`config.mk`:
```
export PLATFORM = sky130hd
export DESIGN_NAME = dau_adjust_unit
export DESIGN_NICKNAME = d
export VERILOG_FILES = /design/src/rtl/dau_pkg.sv /design/src/rtl/dau_unpacked.sv /design/src/rtl/dau_digit.sv /design/src/rtl/dau_packed.sv /design/src/rtl/dau_adjust_unit.sv
export SDC_FILE = /design/constraint.sdc
export NUM_CORES = 1
export LEC_CHECK = 0
export ABC_CLOCK_PERIOD_IN_PS = 3900
export BUFFER_PORTS_ARGS = -buffer_cell sky130_fd_sc_hd__buf_2
export CAP_MARGIN = 20
export CORE_MARGIN = 3
export CORE_UTILIZATION = 40
export DETAILED_ROUTE_END_ITERATION = 8
export PLACE_DENSITY = 0.72
export SYNTH_ARGS = -nofsm -noshare
export SYNTH_HDL_FRONTEND = slang
export SYNTH_SLANG_ARGS = --single-unit
```
`constraint.sdc`:
```
create_clock -name vclk -period 3.9
set_clock_uncertainty 0.05 [all_clocks]
set_input_delay 0.195 -clock vclk [all_inputs]
set_output_delay 0.195 -clock vclk [all_outputs]
set_load 0.005 [all_outputs]
```
`src/rtl/dau_pkg.sv`:
```
package dau_pkg;
  localparam int BYTE_W     = 8;
  localparam int NIB_W      = BYTE_W / 2;
  localparam int ACC_W      = 2 * BYTE_W;
  localparam int DIGIT_BASE = 10;
  localparam int FLAG_N     = 5;

  typedef enum logic [2:0] {
    OP_UADD = 3'd0,
    OP_USUB = 3'd1,
    OP_MSPL = 3'd2,
    OP_DJN  = 3'd3,
    OP_PADD = 3'd4,
    OP_PSUB = 3'd5,
    OP_RSV6 = 3'd6,
    OP_RSV7 = 3'd7
  } op_e;

  // bit order matches upd_o: 0 carry, 1 aux, 2 sign, 3 zero, 4 parity
  typedef struct packed {
    logic pf;
    logic zf;
    logic sf;
    logic af;
    logic cf;
  } flags_t;

  localparam flags_t MASK_UNPK = '{pf: 1'b0, zf: 1'b0, sf: 1'b0, af: 1'b1, cf: 1'b1};
  localparam flags_t MASK_DIG  = '{pf: 1'b1, zf: 1'b1, sf: 1'b1, af: 1'b0, cf: 1'b0};
  localparam flags_t MASK_PKD  = '{pf: 1'b1, zf: 1'b1, sf: 1'b1, af: 1'b1, cf: 1'b1};

  function automatic logic nib_over(input logic [NIB_W-1:0] n);
    return n > NIB_W'(DIGIT_BASE - 1);
  endfunction

  function automatic flags_t result_flags(input logic [BYTE_W-1:0] b);
    flags_t f;
    f.cf = 1'b0;
    f.af = 1'b0;
    f.sf = b[BYTE_W-1];
    f.zf = (b == '0);
    f.pf = ~(^b);
    return f;
  endfunction
endpackage

```
`src/rtl/dau_unpacked.sv`:
```
module dau_unpacked
  import dau_pkg::*;
(
  input  logic              sub_i,
  input  logic [BYTE_W-1:0] lo_i,
  input  logic [BYTE_W-1:0] hi_i,
  input  logic              af_i,
  output logic [BYTE_W-1:0] lo_o,
  output logic [BYTE_W-1:0] hi_o,
  output logic              fix_o
);
  localparam logic [BYTE_W-1:0] STEP = BYTE_W'(16 - DIGIT_BASE);
  logic [BYTE_W-1:0] lo_adj;

  always_comb begin
    fix_o  = nib_over(lo_i[NIB_W-1:0]) | af_i;
    lo_adj = lo_i;
    hi_o   = hi_i;
    if (fix_o) begin
      lo_adj = sub_i ? (lo_i - STEP) : (lo_i + STEP);
      hi_o   = sub_i ? (hi_i - 1'b1) : (hi_i + 1'b1);
    end
    lo_o = {{NIB_W{1'b0}}, lo_adj[NIB_W-1:0]};
  end
endmodule

```
`src/rtl/dau_digit.sv`:
```
module dau_digit
  import dau_pkg::*;
(
  input  logic [BYTE_W-1:0] lo_i,
  input  logic [BYTE_W-1:0] hi_i,
  output logic [BYTE_W-1:0] tens_o,
  output logic [BYTE_W-1:0] units_o,
  output logic [BYTE_W-1:0] join_o
);
  localparam logic [BYTE_W-1:0] BASE_B = BYTE_W'(DIGIT_BASE);
  logic [ACC_W-1:0] prod;

  always_comb begin
    tens_o  = lo_i / BASE_B;
    units_o = lo_i % BASE_B;
    prod    = {{BYTE_W{1'b0}}, hi_i} * {{BYTE_W{1'b0}}, BASE_B};
    join_o  = prod[BYTE_W-1:0] + lo_i;
  end
endmodule

```
`src/rtl/dau_packed.sv`:
```
module dau_packed
  import dau_pkg::*;
(
  input  logic              sub_i,
  input  logic [BYTE_W-1:0] val_i,
  input  logic              cf_i,
  input  logic              af_i,
  output logic [BYTE_W-1:0] val_o,
  output logic              lo_fix_o,
  output logic              hi_fix_o
);
  localparam logic [BYTE_W-1:0] LO_STEP = BYTE_W'(16 - DIGIT_BASE);
  localparam logic [BYTE_W-1:0] HI_STEP = LO_STEP << NIB_W;
  localparam logic [BYTE_W-1:0] HI_LIM  = {NIB_W'(DIGIT_BASE - 1), NIB_W'(DIGIT_BASE - 1)};
  logic [BYTE_W-1:0] corr;

  always_comb begin
    lo_fix_o = nib_over(val_i[NIB_W-1:0]) | af_i;
    // high test uses the byte before any low correction
    hi_fix_o = (val_i > HI_LIM) | cf_i;
    corr     = (lo_fix_o ? LO_STEP : '0) + (hi_fix_o ? HI_STEP : '0);
    val_o    = sub_i ? (val_i - corr) : (val_i + corr);
  end
endmodule

```
`src/rtl/dau_adjust_unit.sv`:
```
module dau_adjust_unit
  import dau_pkg::*;
(
  input  logic [2:0]        op_i,
  input  logic [ACC_W-1:0]  acc_i,
  input  logic              cf_i,
  input  logic              af_i,
  output logic [ACC_W-1:0]  acc_o,
  output logic              cf_o,
  output logic              af_o,
  output logic              sf_o,
  output logic              zf_o,
  output logic              pf_o,
  output logic [FLAG_N-1:0] upd_o
);
  logic [BYTE_W-1:0] lo_in, hi_in;
  assign lo_in = acc_i[BYTE_W-1:0];
  assign hi_in = acc_i[ACC_W-1:BYTE_W];

  // named events for the checker
  logic ascii_fix, dec_lo_fix, dec_hi_fix;

  logic [BYTE_W-1:0] u_lo, u_hi;
  logic              u_sub, p_sub;
  assign u_sub = (op_i == OP_USUB);
  assign p_sub = (op_i == OP_PSUB);

  dau_unpacked u_unpk (
    .sub_i(u_sub), .lo_i(lo_in), .hi_i(hi_in), .af_i(af_i),
    .lo_o(u_lo), .hi_o(u_hi), .fix_o(ascii_fix)
  );

  logic [BYTE_W-1:0] d_tens, d_units, d_join;
  dau_digit u_dig (
    .lo_i(lo_in), .hi_i(hi_in),
    .tens_o(d_tens), .units_o(d_units), .join_o(d_join)
  );

  logic [BYTE_W-1:0] p_val;
  dau_packed u_pkd (
    .sub_i(p_sub), .val_i(lo_in), .cf_i(cf_i), .af_i(af_i),
    .val_o(p_val), .lo_fix_o(dec_lo_fix), .hi_fix_o(dec_hi_fix)
  );

  flags_t flg, msk;

  always_comb begin
    acc_o = acc_i;
    flg   = '0;
    msk   = '0;
    unique case (op_e'(op_i))
      OP_UADD, OP_USUB: begin
        acc_o  = {u_hi, u_lo};
        flg.cf = ascii_fix;
        flg.af = ascii_fix;
        msk    = MASK_UNPK;
      end
      OP_MSPL: begin
        acc_o = {d_tens, d_units};
        flg   = result_flags(d_units);
        msk   = MASK_DIG;
      end
      OP_DJN: begin
        acc_o = {{BYTE_W{1'b0}}, d_join};
        flg   = result_flags(d_join);
        msk   = MASK_DIG;
      end
      OP_PADD, OP_PSUB: begin
        acc_o  = {hi_in, p_val};
        flg    = result_flags(p_val);
        flg.af = dec_lo_fix;
        flg.cf = dec_hi_fix;
        msk    = MASK_PKD;
      end
      default: begin
        acc_o = acc_i;
        flg   = '0;
        msk   = '0;
      end
    endcase
  end

  assign cf_o  = flg.cf & msk.cf;
  assign af_o  = flg.af & msk.af;
  assign sf_o  = flg.sf & msk.sf;
  assign zf_o  = flg.zf & msk.zf;
  assign pf_o  = flg.pf & msk.pf;
  assign upd_o = msk;
endmodule

```
==> results of run 1 <==
==> power groups by stage <==
stage	registers, mW	clock network (mW)	logic [mW]
floorplan	0	0	0.528
global placement	0	0	0.726
detailed placement	0	0	0.738
CTS	0	0	0.751
global route	0	0	0.885
finish	0	0	0.799
==> worst max-delay path, cell delays in order <==
cell	delay, ps
buf_8	100
inv_4	50
ha_4	210
a221o_1	420
a22o_4	320
mux2i_1	130
o211a_1	160
a211oi_4	330
nand2_2	130
a211oi_2	280
a2bb2oi_1	200
ha_1	280
xnor2_2	150
xnor2_1	190
o22ai_1	90
o21a_1	210
buf_2	120
==> path summary, 6_finish.rpt <==
path / from / endpoint / slack (ps)
setup / recovery: acc_i[6] / pf_o / 70
hold / removal: acc_i[15] / acc_o[15] / 670
==> cells in the mapped netlist (4+ instances only) <==
cell type / count / area (um2)
ha_1: 45 / 563
a21oi_1: 30 / 150
nor3_1: 7 / 35.0
nor2_1: 29 / 109
buf_4: 4 / 30.0
o21ai_0: 25 / 125
fa_1: 4 / 80.1
xor2_1: 7 / 61.3
or2_2: 4 / 25.0
inv_1: 18 / 67.6
a2bb2oi_1: 4 / 35.0
nor2b_1: 6 / 37.5
a211oi_1: 9 / 67.6
nand2b_1: 5 / 31.3
o21ai_1: 4 / 20.0
nand2_1: 23 / 86.3
a22o_1: 9 / 78.8
nand3_1: 10 / 50.1
and3_1: 5 / 31.3
o21bai_1: 4 / 30.0
clkinv_1: 5 / 18.8
a21o_1: 9 / 67.6
clkbuf_1: 12 / 45.0
xnor2_1: 29 / 254
o211ai_1: 5 / 37.5
==> logic make-up after synthesis <==
group                      after synthesis  synth area share
buffers and inverters                   45            0.0749
and+or+nand+nor                        104             0.191
other                                    1           0.00139
muxes                                    2           0.00740
adders and majority gates               49             0.238
xor gates and xnor gates                36             0.117
AOI/OAI and AO/OA                      139             0.371
==> timing repair <==
item	CTS	global route
buffers inserted	1	7
pin swaps	3	22
resized for setup	7	32
cloned	0	0
setup endpoints to repair	1	1
==> metrics by stage <==
step	util	total power [mW]	worst slack (ps)	area (um2)
after global routing	0.537	0.885	-83.6	3470
final	0.537	0.799	73.7	3470
after CTS	0.508	0.751	4.89	3280
after floorplan	-	0.528	41.5	2710
after global placement	0.502	0.726	-52.8	3240
after detailed placement	0.502	0.738	-85.2	3240
==> cell type report <==
cell class,instances,area [um2],area share
well taps,77,96.3,0.0278
multi-input cells,331,2630,0.759
repair buffers,98,646,0.186
inverters,23,92.6,0.0267
==> layer usage <==
layer / GRT usage / wire, um
met1: 0.271 / 3580
met2: 0.401 / 4500
met3: 0.00931 / 511
met4: 0.0412 / 164
met5: 0 / 0
==> results.md, run 1 <==
- Most frequent cells in the layout: buf_4 (49), buf_2 (45), ha_1 (44)
- Syn nets: 446
- I/O pin count: 47
- FP Rows: 29
- Hold Path Depth: 3
- Fin crit period: ~3800 ps
- Synth Instances: ~380
- Post-route insts no fill: roughly 530
- Die Width: 88.2 um
- Share of layout cells above drive strength 1: 0.292
- Cell Int Power: about 0.39 mW
- Via count: 3239
- Fill count: between 600 and 700
- Unrepaired setup endpoints after global routing: true
- Synth cell types: between 60 and 70
- Setup TNS: 0 ps
- Routed len/inst: roughly 17 um
- Final HPWL DP: a little under 7 mm
- NetSw: just over 0.4 mW
- Yosys warnings: 0
- Clk pwr share: 0
- Crit path DAT: around 3600 ps
- Period utilization: 0.981
- 1st-iter DRT viols: between 200 and 250
- DR pass1 iterations: 4
- Final hold violation count: 0
- Vias/cell: between 6 and 7
- CP Class: input pin to output port
- Finish-stage setup viols: 0
- Drt drc: 0
- Placed insts: 521
- Largest net degree at the start of global routing: 24
- Hold Path Class: input pin to output port
- Mapped cell area: 2710 um2
- Combinational Power Share: 1.000
- Layout overhead on the synthesized area: 28.2%
- Switching share of power: 0.517
- Slew Limit Fails: 0
- Antenna cell count: 0
- GRT Resource Usage Total: 0.214
- Leak pwr: between 1.5 and 2 nW
- Status: finished, final reports clean
- Starting Density: 0.419
- First-pass GRT wire length: 13.8 mm
- Slew margin rel.: 0.476
- CP max FO: 8
- Crit path required time: about 3700 ps
- Most common cell after layout, fill and taps aside: buf_4
- Reg power frac: 0
- Core ar.: between 6000 and 7000 um2
- # clk buffers: 0
- Startpoint types: input pin
- DIE HEIGHT: 88.2 um
- Number of global-route vias before repair: between 3000 and 4000
- Power Dens Cells: around 230 nW/um2
- Fin nets: roughly 520
- Antenna Nets Post-Route: 0
- Worst setup EP type: output port
- Final Wtd Congestion: slightly above 0.9
- FFs & Latches: 0
- FF/Latch Area: 0 um2
- Worst Max-Slew Pin Slew: 780 ps
- Sequential-to-total area share from yosys stat: 0
- Fmax achieved: 0.261 GHz
- Maximum vdd drop: roughly 0.00017 V
- Max-Cap Viols: 0
- Final WL: ~9 mm
- GRT overflow: 0
- Die ar.: 7790 um2
- Buffers added on ports: between 40 and 50
- Antenna violations before repair: 0
- Cts-stage hold buffer count: 0
- Hold slack: 671 ps
- Post-Syn Area per Cell: ~7.2 um2
(Power assumes the default switching activity.)
==> inputs of run 2 (changes only) <==
--- a/config.mk
+++ b/config.mk
@@ -8,10 +8,12 @@
 export ABC_CLOCK_PERIOD_IN_PS = 3900
 export BUFFER_PORTS_ARGS = -buffer_cell sky130_fd_sc_hd__buf_2
 export CAP_MARGIN = 20
+export CELL_PAD_IN_SITES_DETAIL_PLACEMENT = 1
+export CELL_PAD_IN_SITES_GLOBAL_PLACEMENT = 2
 export CORE_MARGIN = 3
-export CORE_UTILIZATION = 40
+export CORE_UTILIZATION = 30
 export DETAILED_ROUTE_END_ITERATION = 8
-export PLACE_DENSITY = 0.72
+export PLACE_DENSITY = 0.89
 export SYNTH_ARGS = -nofsm -noshare
 export SYNTH_HDL_FRONTEND = slang
 export SYNTH_SLANG_ARGS = --single-unit
==> run 2 against run 1 <==
  * The run now ends with setup timing left
  * Cell count rose by 10%
  * Combinational power grew 7.5%
  * First-iteration DRC count is 28% lower
  * Worst setup slack worse by 120 ps
  * Critical path type unchanged
  * Largest cell class unchanged
==> results.md, run 2 (synthesis results as in run 1) <==
- Slew Limit Fails: 0 (unchanged)
- Max-Cap Viols: 0 (unchanged)
- FFs & Latches: 0 (unchanged)
- Final HPWL DP: 8.62 mm (was 6.80 mm)
- DR pass1 iterations: 4 (unchanged)
- Fin nets: 547 (was 524)
- Fin crit period: 3940 ps (was 3830 ps)
- First-pass GRT wire length: 17.2 mm (was 13.8 mm)
- Startpoint types: input pin (unchanged)
- Period utilization: 1.01 (was 0.981)
- Drt drc: 0 (unchanged)
- Setup TNS: -43.7 ps (was 0 ps)
- Hold Path Class: input pin to output port (unchanged)
- GRT overflow: 0 (unchanged)
- Worst Max-Slew Pin Slew: 872 ps (was 780 ps)
- Starting Density: 0.310 (was 0.419)
- Fill count: 1106 (was 637)
- GRT Resource Usage Total: 0.204 (was 0.214)
- Finish-stage setup viols: 1 (was 0)
- CP max-delay cell: a221o_1 (unchanged)
- Vias/cell: 5.61 (was 6.12)
- FP Rows: 34 (was 29)
- CP Class: input pin to output port (unchanged)
- Crit-path max cell delay: 410 ps (was 420 ps)
- Layout overhead on the synthesized area: 34.8% (was 28.2%)
- Placed insts: 571 (was 521)
- Cts-stage hold buffer count: 0 (unchanged)
- Final hold violation count: 0 (unchanged)
- FF/Latch Area: 0 um2 (unchanged)
- Largest net degree at the start of global routing: 24 (unchanged)
- # clk buffers: 0 (unchanged)
- CP max FO: 7 (was 8)
- I/O pin count: 47 (unchanged)
- Crit path buf inv count: 3 (unchanged)
- Antenna violations before repair: 0 (unchanged)
- Most frequent cells in the layout: buf_4 (72), buf_2 (45), ha_1 (44) (was buf_4 (49), buf_2 (45), ha_1 (44))
- Number of global-route vias before repair: 3526 (was 3001)
- Die ar.: 10200 um2 (was 7790 um2)
- Slew margin rel.: 0.414 (was 0.476)
- Antenna Nets Post-Route: 0 (unchanged)
- Buffers added on ports: 47 (unchanged)
- Worst-path cell chain: buf_8, inv_6, ha_4, a221o_1, a22oi_4, o21ai_2, o211a_1, a211oi_4, nand2_2, a221oi_4, a2bb2oi_2, ha_1, xnor2_1, xnor2_1, o22ai_1, o21a_1, buf_2 (was buf_8, inv_4, ha_4, a221o_1, a22o_4, mux2i_1, o211a_1, a211oi_4, nand2_2, a211oi_2, a2bb2oi_1, ha_1, xnor2_2, xnor2_1, o22ai_1, o21a_1, buf_2)
- Routed len/inst: 18.4 um (was 16.5 um)
- Hold slack: 678 ps (was 671 ps)
- Maximum vdd drop: 0.0000842 V (was 0.000171 V)
- Final Wtd Congestion: 0.898 (was 0.930)
- Met1 usage: 0.251 (was 0.271)
- Antenna cell count: 0 (unchanged)
- CP top delay family: compound AO/OA/AOI/OAI gates (unchanged)
- Global-route met3 utilization: 0.00554 (was 0.00931)
- DIE HEIGHT: 101 um (was 88.2 um)
- Fmax achieved: 0.254 GHz (was 0.261 GHz)
- Power Dens Cells: 235 nW/um2 (was 230 nW/um2)
- Share of layout cells above drive strength 1: 0.316 (was 0.292)
- Met2 Usage GRT: 0.396 (was 0.401)
- GRT busiest layer: met2 (unchanged)
- Core ar.: 8720 um2 (was 6460 um2)
- Unrepaired setup endpoints after global routing: true (unchanged)
- Post-route insts no fill: 583 (was 529)
- 1st-iter DRT viols: 159 (was 221)
- Via count: 3269 (was 3239)
- Die Width: 101 um (was 88.2 um)
- Crit path DAT: 3700 ps (was 3580 ps)
- Failing checks: setup timing
- Crit path required time: 3650 ps (about the same)
- Status: complete, but fails checks (was finished, final reports clean)
- Leak pwr: 1.72 nW (was 1.61 nW)
- Critical path's most frequent cell: xnor2_1
- Worst setup EP type: output port (unchanged)
- Final core utilization: 0.418 (was 0.537)
- Final WL: 10.7 mm (was 8.75 mm)
- Final setup margin: -43.7 ps (was 73.7 ps)
- Most common cell after layout, fill and taps aside: buf_4 (unchanged)
run 2: changes by cell type in the layout (fill, tap and decap cells not counted), moves of 2 or more:
cell     delta
buf_4      +23
a21oi_1     +4
a21oi_2     -4
o21ai_0     +2
o21ai_1     -3
run 2: final timing paths:
| kind | slack, ps | end | start | cells after the start |
|---|---|---|---|---|
| worst max-delay path | -40 | pf_o | acc_i[6] | 17 |
| worst min-delay path | 680 | acc_o[0] | acc_i[0] | 3 |
run 2: report_power, final:
group	internal [mW]	leakage, nW	switching [mW]
logic	0.412	1.72	0.447
clock network	0	0	0
registers	0	0	0
total	0.412	1.72	0.447
run 2: cell type report:
class | instances | area [um2] | share of cell area
multi-input cells | 331 | 2600 | 0.714
repair buffers | 121 | 818 | 0.224
well taps | 108 | 135 | 0.0370
inverters | 23 | 91.3 | 0.0250
run 2: layer usage:
metal	wire length, um	up-vias
li1	-	1594
met1	4550	1592
met2	5700	65
met3	288	18
met4	184	0
met5	0	-
run 2: timing repair:
item                                    CTS  global route
pin swaps                                 9            14
endpoints found under the setup margin    1             1
gates resized for setup                  15            16
setup buffers                             5             7
run 2: per-stage QoR:
step	cell area (um2)	power [mW]	setup WS (ps)
3_5_place_dp	3420	0.802	-179
5_1_grt	3650	0.945	-239
6_report	3650	0.859	-43.7
3_3_place_gp	3420	0.770	-99.6
2_1_floorplan	2710	0.528	41.5
4_1_cts	3520	0.829	2.54
